`src/rtl/sgl_pkg.sv`:
```
package sgl_pkg;

    typedef enum logic [1:0] {
        SLEW_HOLD = 2'd0,
        SLEW_UP   = 2'd1,
        SLEW_DOWN = 2'd2
    } slew_e;

    // Level threshold for index k: base raised by k half-dB steps (x1.05929 each).
    function automatic longint thr_at(longint base, int k);
        longint t;
        t = base;
        for (int i = 0; i < k; i++) begin
            t = (t * 34711 + 16384) >>> 15;
        end
        return t;
    endfunction

    // Q1.15 gain for step k: unity lowered by k half-dB steps (x0.944061 each).
    function automatic longint gain_at(int k);
        longint g;
        g = 32768;
        for (int i = 0; i < k; i++) begin
            g = (g * 30935 + 16384) >>> 15;
        end
        return g;
    endfunction

endpackage

```
`src/rtl/sgl_level_est.sv`:
```
module sgl_level_est #(
    parameter int W         = 16,
    parameter int STEPS     = 18,
    parameter int AVG_SHIFT = 3,
    parameter int THR_BASE  = 1455,
    parameter int SW        = $clog2(STEPS)
) (
    input  logic [W-1:0]        env_q,
    input  logic signed [W-1:0] sample,
    output logic [W-1:0]        env_d,
    output logic [SW-1:0]       target
);
    localparam logic signed [W-1:0] SMIN = {1'b1, {(W-1){1'b0}}};
    localparam logic [W-1:0]        SMAX = {1'b0, {(W-1){1'b1}}};

    logic [W-1:0]        mag;
    logic signed [W:0]   diff;
    logic signed [W:0]   step_amt;
    logic                above [STEPS];

    always_comb begin
        if (sample == SMIN) begin
            mag = SMAX;
        end else if (sample[W-1]) begin
            mag = W'(-sample);
        end else begin
            mag = W'(sample);
        end
        diff     = $signed({1'b0, mag}) - $signed({1'b0, env_q});
        step_amt = diff >>> AVG_SHIFT;
        env_d    = W'($signed({1'b0, env_q}) + step_amt);
    end

    assign above[0] = 1'b0;
    for (genvar k = 1; k < STEPS; k++) begin : g_thr
        localparam longint THR_K = sgl_pkg::thr_at(longint'(THR_BASE), k);
        assign above[k] = (longint'(env_d) >= THR_K);
    end

    always_comb begin
        target = '0;
        for (int k = 1; k < STEPS; k++) begin
            if (above[k]) target = target + SW'(1);
        end
    end

endmodule

```
`src/rtl/sgl_gain_rom.sv`:
```
module sgl_gain_rom #(
    parameter int STEPS = 18,
    parameter int GW    = 16,
    parameter int SW    = $clog2(STEPS)
) (
    input  logic [SW-1:0] step,
    output logic [GW-1:0] gain
);
    logic [GW-1:0] tab [STEPS];

    for (genvar k = 0; k < STEPS; k++) begin : g_tab
        assign tab[k] = GW'(sgl_pkg::gain_at(k));
    end

    always_comb begin
        gain = tab[0];
        for (int k = 0; k < STEPS; k++) begin
            if (int'(step) == k) gain = tab[k];
        end
    end

endmodule

```
`src/rtl/sgl_scaler.sv`:
```
module sgl_scaler #(
    parameter int W  = 16,
    parameter int GW = 16
) (
    input  logic signed [W-1:0] x,
    input  logic [GW-1:0]       gain,
    output logic signed [W-1:0] y
);
    localparam int PW = W + GW + 1;
    localparam logic signed [PW-1:0] RND  = PW'(1) <<< (GW - 2);
    localparam logic signed [PW-1:0] PMAX = PW'((1 << (W - 1)) - 1);
    localparam logic signed [PW-1:0] PMIN = -(PW'(1) <<< (W - 1));

    logic signed [PW-1:0] prod;
    logic signed [PW-1:0] shifted;

    always_comb begin
        prod    = PW'(x) * $signed({1'b0, gain});
        shifted = (prod + RND) >>> (GW - 1);
        if (shifted > PMAX) begin
            y = PMAX[W-1:0];
        end else if (shifted < PMIN) begin
            y = PMIN[W-1:0];
        end else begin
            y = shifted[W-1:0];
        end
    end

endmodule

```
`src/rtl/sgl_rx_limiter.sv`:
```
module sgl_rx_limiter #(
    parameter int W         = 16,
    parameter int STEPS     = 18,
    parameter int AVG_SHIFT = 3,
    parameter int THR_BASE  = 1455,
    parameter int GW        = 16
) (
    input  logic                 clk,
    input  logic                 rst_n,
    input  logic                 frame_stb,
    input  logic signed [W-1:0]  rx_sample,
    input  logic                 gc_en,
    input  logic                 irq_n,
    output logic signed [W-1:0]  lim_sample,
    output logic                 lim_valid,
    output logic [$clog2(STEPS)-1:0] atten_step
);
    import sgl_pkg::*;

    localparam int SW = $clog2(STEPS);

    typedef struct packed {
        logic [W-1:0]        env;
        logic [SW-1:0]       step;
        logic                en;
        logic                init;
        logic                irq_prev;
        logic signed [W-1:0] samp;
        logic                vld;
    } state_t;

    state_t s_d, s_q;

    logic [W-1:0]        env_nx;
    logic [SW-1:0]       target;
    logic [SW-1:0]       step_nx;
    logic [GW-1:0]       gain;
    logic signed [W-1:0] scaled;
    slew_e               dir;

    sgl_level_est #(
        .W(W), .STEPS(STEPS), .AVG_SHIFT(AVG_SHIFT), .THR_BASE(THR_BASE), .SW(SW)
    ) u_level (
        .env_q (s_q.env),
        .sample(rx_sample),
        .env_d (env_nx),
        .target(target)
    );

    always_comb begin
        if (target > s_q.step) begin
            dir = SLEW_UP;
        end else if (target < s_q.step) begin
            dir = SLEW_DOWN;
        end else begin
            dir = SLEW_HOLD;
        end
        if (!s_q.en) begin
            step_nx = '0;
        end else begin
            case (dir)
                SLEW_UP:   step_nx = s_q.step + SW'(1);
                SLEW_DOWN: step_nx = s_q.step - SW'(1);
                default:   step_nx = s_q.step;
            endcase
        end
    end

    sgl_gain_rom #(.STEPS(STEPS), .GW(GW), .SW(SW)) u_rom (
        .step(step_nx),
        .gain(gain)
    );

    sgl_scaler #(.W(W), .GW(GW)) u_scale (
        .x   (rx_sample),
        .gain(gain),
        .y   (scaled)
    );

    always_comb begin
        s_d          = s_q;
        s_d.vld      = frame_stb;
        s_d.init     = 1'b0;
        s_d.irq_prev = irq_n;
        if (s_q.init || (s_q.irq_prev && !irq_n)) begin
            s_d.en = gc_en;
        end
        if (frame_stb) begin
            s_d.env  = env_nx;
            s_d.step = step_nx;
            s_d.samp = s_q.en ? scaled : rx_sample;
        end
    end

    always_ff @(posedge clk) begin
        if (!rst_n) begin
            s_q          <= '0;
            s_q.init     <= 1'b1;
            s_q.irq_prev <= 1'b1;
        end else begin
            s_q <= s_d;
        end
    end

    assign lim_sample = s_q.samp;
    assign lim_valid  = s_q.vld;
    assign atten_step = s_q.step;

endmodule

```
`config.mk`:
```
export PLATFORM = sky130hd
export DESIGN_NAME = sgl_rx_limiter
export DESIGN_NICKNAME = d
export VERILOG_FILES = /design/src/rtl/sgl_pkg.sv /design/src/rtl/sgl_level_est.sv /design/src/rtl/sgl_gain_rom.sv /design/src/rtl/sgl_scaler.sv /design/src/rtl/sgl_rx_limiter.sv
export SDC_FILE = /design/constraint.sdc
export NUM_CORES = 1
export LEC_CHECK = 0
export ABC_CLOCK_PERIOD_IN_PS = 53800
export BUFFER_PORTS_ARGS = -buffer_cell sky130_fd_sc_hd__buf_2
export CAP_MARGIN = 0
export CORE_UTILIZATION = 60
export CTS_CLUSTER_DIAMETER = 30
export DETAILED_ROUTE_END_ITERATION = 6
export GPL_ROUTABILITY_DRIVEN = 1
export PLACE_DENSITY_LB_ADDON = 0.15
export RECOVER_POWER = 50
export REMOVE_ABC_BUFFERS = 1
export SETUP_SLACK_MARGIN = 0.02
export SLEW_MARGIN = 30
export SYNTH_ARGS = -nofsm -noshare
export SYNTH_HDL_FRONTEND = slang
export SYNTH_HIERARCHICAL = 1
export SYNTH_SLANG_ARGS = --single-unit
```
`constraint.sdc`:
```
create_clock -name clk -period 53.8 [get_ports clk]
set_clock_uncertainty 0.2 [all_clocks]
set_input_delay 10.76 -clock clk [delete_from_list [all_inputs] [get_ports clk]]
set_output_delay 10.76 -clock clk [all_outputs]
set_load 0.01 [all_outputs]
```
==> out/qor.yml <==
yosys:
  synthFlopType: "sky130_fd_sc_hd__dfxtp_1"
  synth_sequential_area_ratio_pct: 5.01
  netlist_area_sq_mm: 0.0164
  ys_seq_elements: 41
  synth_area_in_compound_gates_pct: 16.8
  synthXorXnorAreaFrac_pct: 6.23
  synth-warning-count: 6
  synth_mux_area_share_pct: 3.35
  synth_top_cell_by_area: "sky130_fd_sc_hd__fa_1"
  synth_fa_ha_area_share_pct: 37.3
  async_flop_share_pct: 0
  synth_simple_gate_area_share_pct: 21.0
  synth.avg_cell_area_sq_um: 8.03
  main_combinational_cell_family_by_area_after_synthesis: "adder cells"
  syn-instance-count: 2040
  synthDistinctLibCells: 106
  synth.top_cell.area_share_pct: 24.0
  cell_types_occupying_the_most_area_after_synthesis: "sky130_fd_sc_hd__fa_1 (24%), sky130_fd_sc_hd__ha_1 (13%), sky130_fd_sc_hd__inv_1 (6.8%)"
  synth_enable_flop_cells: 0
global_route:
  first_global_vias: 14500
  pin_count_of_the_biggest_net_entering_global_routing: 56
  initial_antenna_violation_count: 0
  grt_util_all_layers_pct: 32.0
  grt_first_pass_wirelength_mm: 72.5
  grt_overflow: 0
clock_tree:
  clk_transition_reported_paths_ps: 70
  cts_htree_levels: 2
  cts.sinks: 41
  tritoncts: "yes"
  cts.repair_timing.setup_buffer_count: 0
  clk_latency_ps: 300
  postCtsHoldBufs: 0
  cts_repair_resize_count: 0
  clockBufferDepth: 2
  cts_made_buffers: 5
  clk_root_buffer_cell: "sky130_fd_sc_hd__clkbuf_16"
timing:
  setup-tns-final_ps: 0
  hold_viol_final: 0
  final-max-slew-violation-count: 41
  rsz0062_at_grt: "false"
  max_freq_mhz: 27.9
  worst_slew_pin_slew_ps: 2240
  number_of_endpoints_failing_setup_at_the_final_stage: 0
  period_utilization_pct: 66.7
  maxSlewHeadroom_pct: -49.6
  period_needed_ps: 35880
finish:
  layout.cells.most_common: "sky130_fd_sc_hd__inv_1"
  nNetsFinal: 2395
  layout-drive-gt1-share_pct: 6.39
  antenna_cells: 0
  most_frequent_cells_in_the_layout: "sky130_fd_sc_hd__inv_1 (296), sky130_fd_sc_hd__nand2_1 (243), sky130_fd_sc_hd__fa_1 (196)"
  area_delta_synth_final_pct: 2.33
  final-seq-area_sq_um: 821
  multi_input_comb_area_sq_mm: 0.0139
  n_fill_cell: 2384
job:
  cap_violations: 1
worst_setup_path:
  worst_ep_arrival_time_ps: 35740
  timing.critical_path.fanout_max: 25
  endpoint_kind: "flop"
  critical_path_required_ps: 53670
  critPathLaunchType: "input pin"
  timing.critical_path.slowest_stage_cell: "sky130_fd_sc_hd__o22ai_2"
  crit_path_max_incr_delay_ps: 830
  timing.setup.critical_path_class: "in -> reg"
  cpMostUsedCell: "sky130_fd_sc_hd__ha_1"
hold_path:
  worstHoldPathType: "reg -> reg"
floorplan:
  design.portCount: 43
  die_h_um: 167
  die_width_um: 167
  core_area_sq_mm: 0.0269
  start_util_pct: 60.9
  floorplan.rows: 60
  die-area_sq_mm: 0.0280
place:
  place_hpwl_mm: 33.5
  gp_congestion: 0.916
  io_buffer_count: 42
drt:
  first_iter_violations: 889
  drt-vias-per-instance: 6.05
  routed_wl_mm: 43.2
  drt-pass1-iter-count: 5
  drc_errors: 0
  via_count: 14200
  route.detailed.wl_per_inst_um: 18.4
  route.antenna.remaining_nets: 0
status:
  failed_checks: "max-capacitance violations, max-slew violations"
  run_status: "finished, violations left"
-- registers in the layout (all words and copies together), names as in the netlist --
name / flops
lim_valid: 1
lim_sample: 16
atten_step: 5
s_q: 19
-- synth_stat cells (18+ instances only) --
| library cell | number |
|---|---|
| sky130_fd_sc_hd__a21o_1 | 26 |
| sky130_fd_sc_hd__nand2b_1 | 20 |
| sky130_fd_sc_hd__nand3_1 | 27 |
| sky130_fd_sc_hd__xor2_1 | 35 |
| sky130_fd_sc_hd__fa_1 | 196 |
| sky130_fd_sc_hd__o21ai_0 | 64 |
| sky130_fd_sc_hd__mux2i_1 | 47 |
| sky130_fd_sc_hd__nor2b_1 | 18 |
| sky130_fd_sc_hd__and2_1 | 126 |
| sky130_fd_sc_hd__buf_4 | 27 |
| sky130_fd_sc_hd__a31oi_1 | 20 |
| sky130_fd_sc_hd__ha_1 | 174 |
| sky130_fd_sc_hd__a211oi_1 | 27 |
| sky130_fd_sc_hd__buf_2 | 18 |
| sky130_fd_sc_hd__nand2_1 | 243 |
| sky130_fd_sc_hd__inv_1 | 296 |
| sky130_fd_sc_hd__nor3_1 | 25 |
| sky130_fd_sc_hd__nor2_1 | 125 |
| sky130_fd_sc_hd__dfxtp_1 | 41 |
| sky130_fd_sc_hd__xnor2_1 | 56 |
| sky130_fd_sc_hd__nand4_1 | 18 |
| sky130_fd_sc_hd__clkbuf_1 | 52 |
| sky130_fd_sc_hd__a21oi_1 | 79 |
-- per-stage QoR --
step | hold slack (ps) | area [sq um] | setup WS [ps] | util [%] | instances
floorplan | 289 | 15800 | 19940 | - | 1933
global placement | 272 | 16600 | 18900 | 61.9 | 2338
global route | 315 | 16800 | 15900 | 62.4 | 2345
CTS | 287 | 16800 | 18290 | 62.5 | 2345
finish | 288 | 16800 | 17920 | 62.4 | 2345
detailed placement | 276 | 16600 | 18060 | 61.9 | 2338
-- metal layers --
| metal | global-route usage (%) | up-vias | share of wire (%) | routed length [um] |
|---|---|---|---|---|
| li1 | - | 6720 | - | - |
| met2 | 55.9 | 519 | 48 | 20900 |
| met4 | 10.8 | 0 | 3.1 | 1350 |
| met1 | 41.0 | 6858 | 43 | 18400 |
| met3 | 3.88 | 96 | 6.0 | 2580 |
| met5 | 0 | - | 0 | 0 |
-- critical path, delay by kind of cell --
family          cells  cell delay [ps]
mux                 5             1210
compound gates     34             7780
fa+ha+maj          21             7640
buf+inv             8             1390
xor+xnor            9             1570
simple gates       29             5350
-- logic make-up after synthesis --
| group | Yosys count |
|---|---|
| XOR/XNOR | 101 |
| adder cells (fa/ha/maj) | 370 |
| multiplexers | 54 |
| AND/OR/NAND/NOR | 682 |
| AO/OA/AOI/OAI | 385 |
| flip-flops | 41 |
| buffers and inverters | 407 |
-- cell type report --
cell class	instances	share of cell area (%)
multi-input cells	1592	82.9
inverters	300	6.72
clock buffers	7	0.851
flip-flops and latches	41	4.90
repair buffers	64	2.04
well taps	341	2.55
-- path summary, 6_finish.rpt --
| kind | slack (ps) | start | cells after the start | to |
|---|---|---|---|---|
| setup / recovery | 17920 | rx_sample[1] | 106 | lim_sample[11]$_SDFFE_PN0P_ |
| hold / removal | 290 | lim_sample[15]$_SDFFE_PN0P_ | 2 | lim_sample[15]$_SDFFE_PN0P_ |
| setup reg to reg | 30360 | s_q[26]$_SDFFE_PN0P_ | 100 | lim_sample[11]$_SDFFE_PN0P_ |
| hold reg to reg | 290 | lim_sample[15]$_SDFFE_PN0P_ | 2 | lim_sample[15]$_SDFFE_PN0P_ |
Power is left out: the tool's default activity adds up to more than one toggle a clock period on the data nets, which glitch-free logic cannot reach.
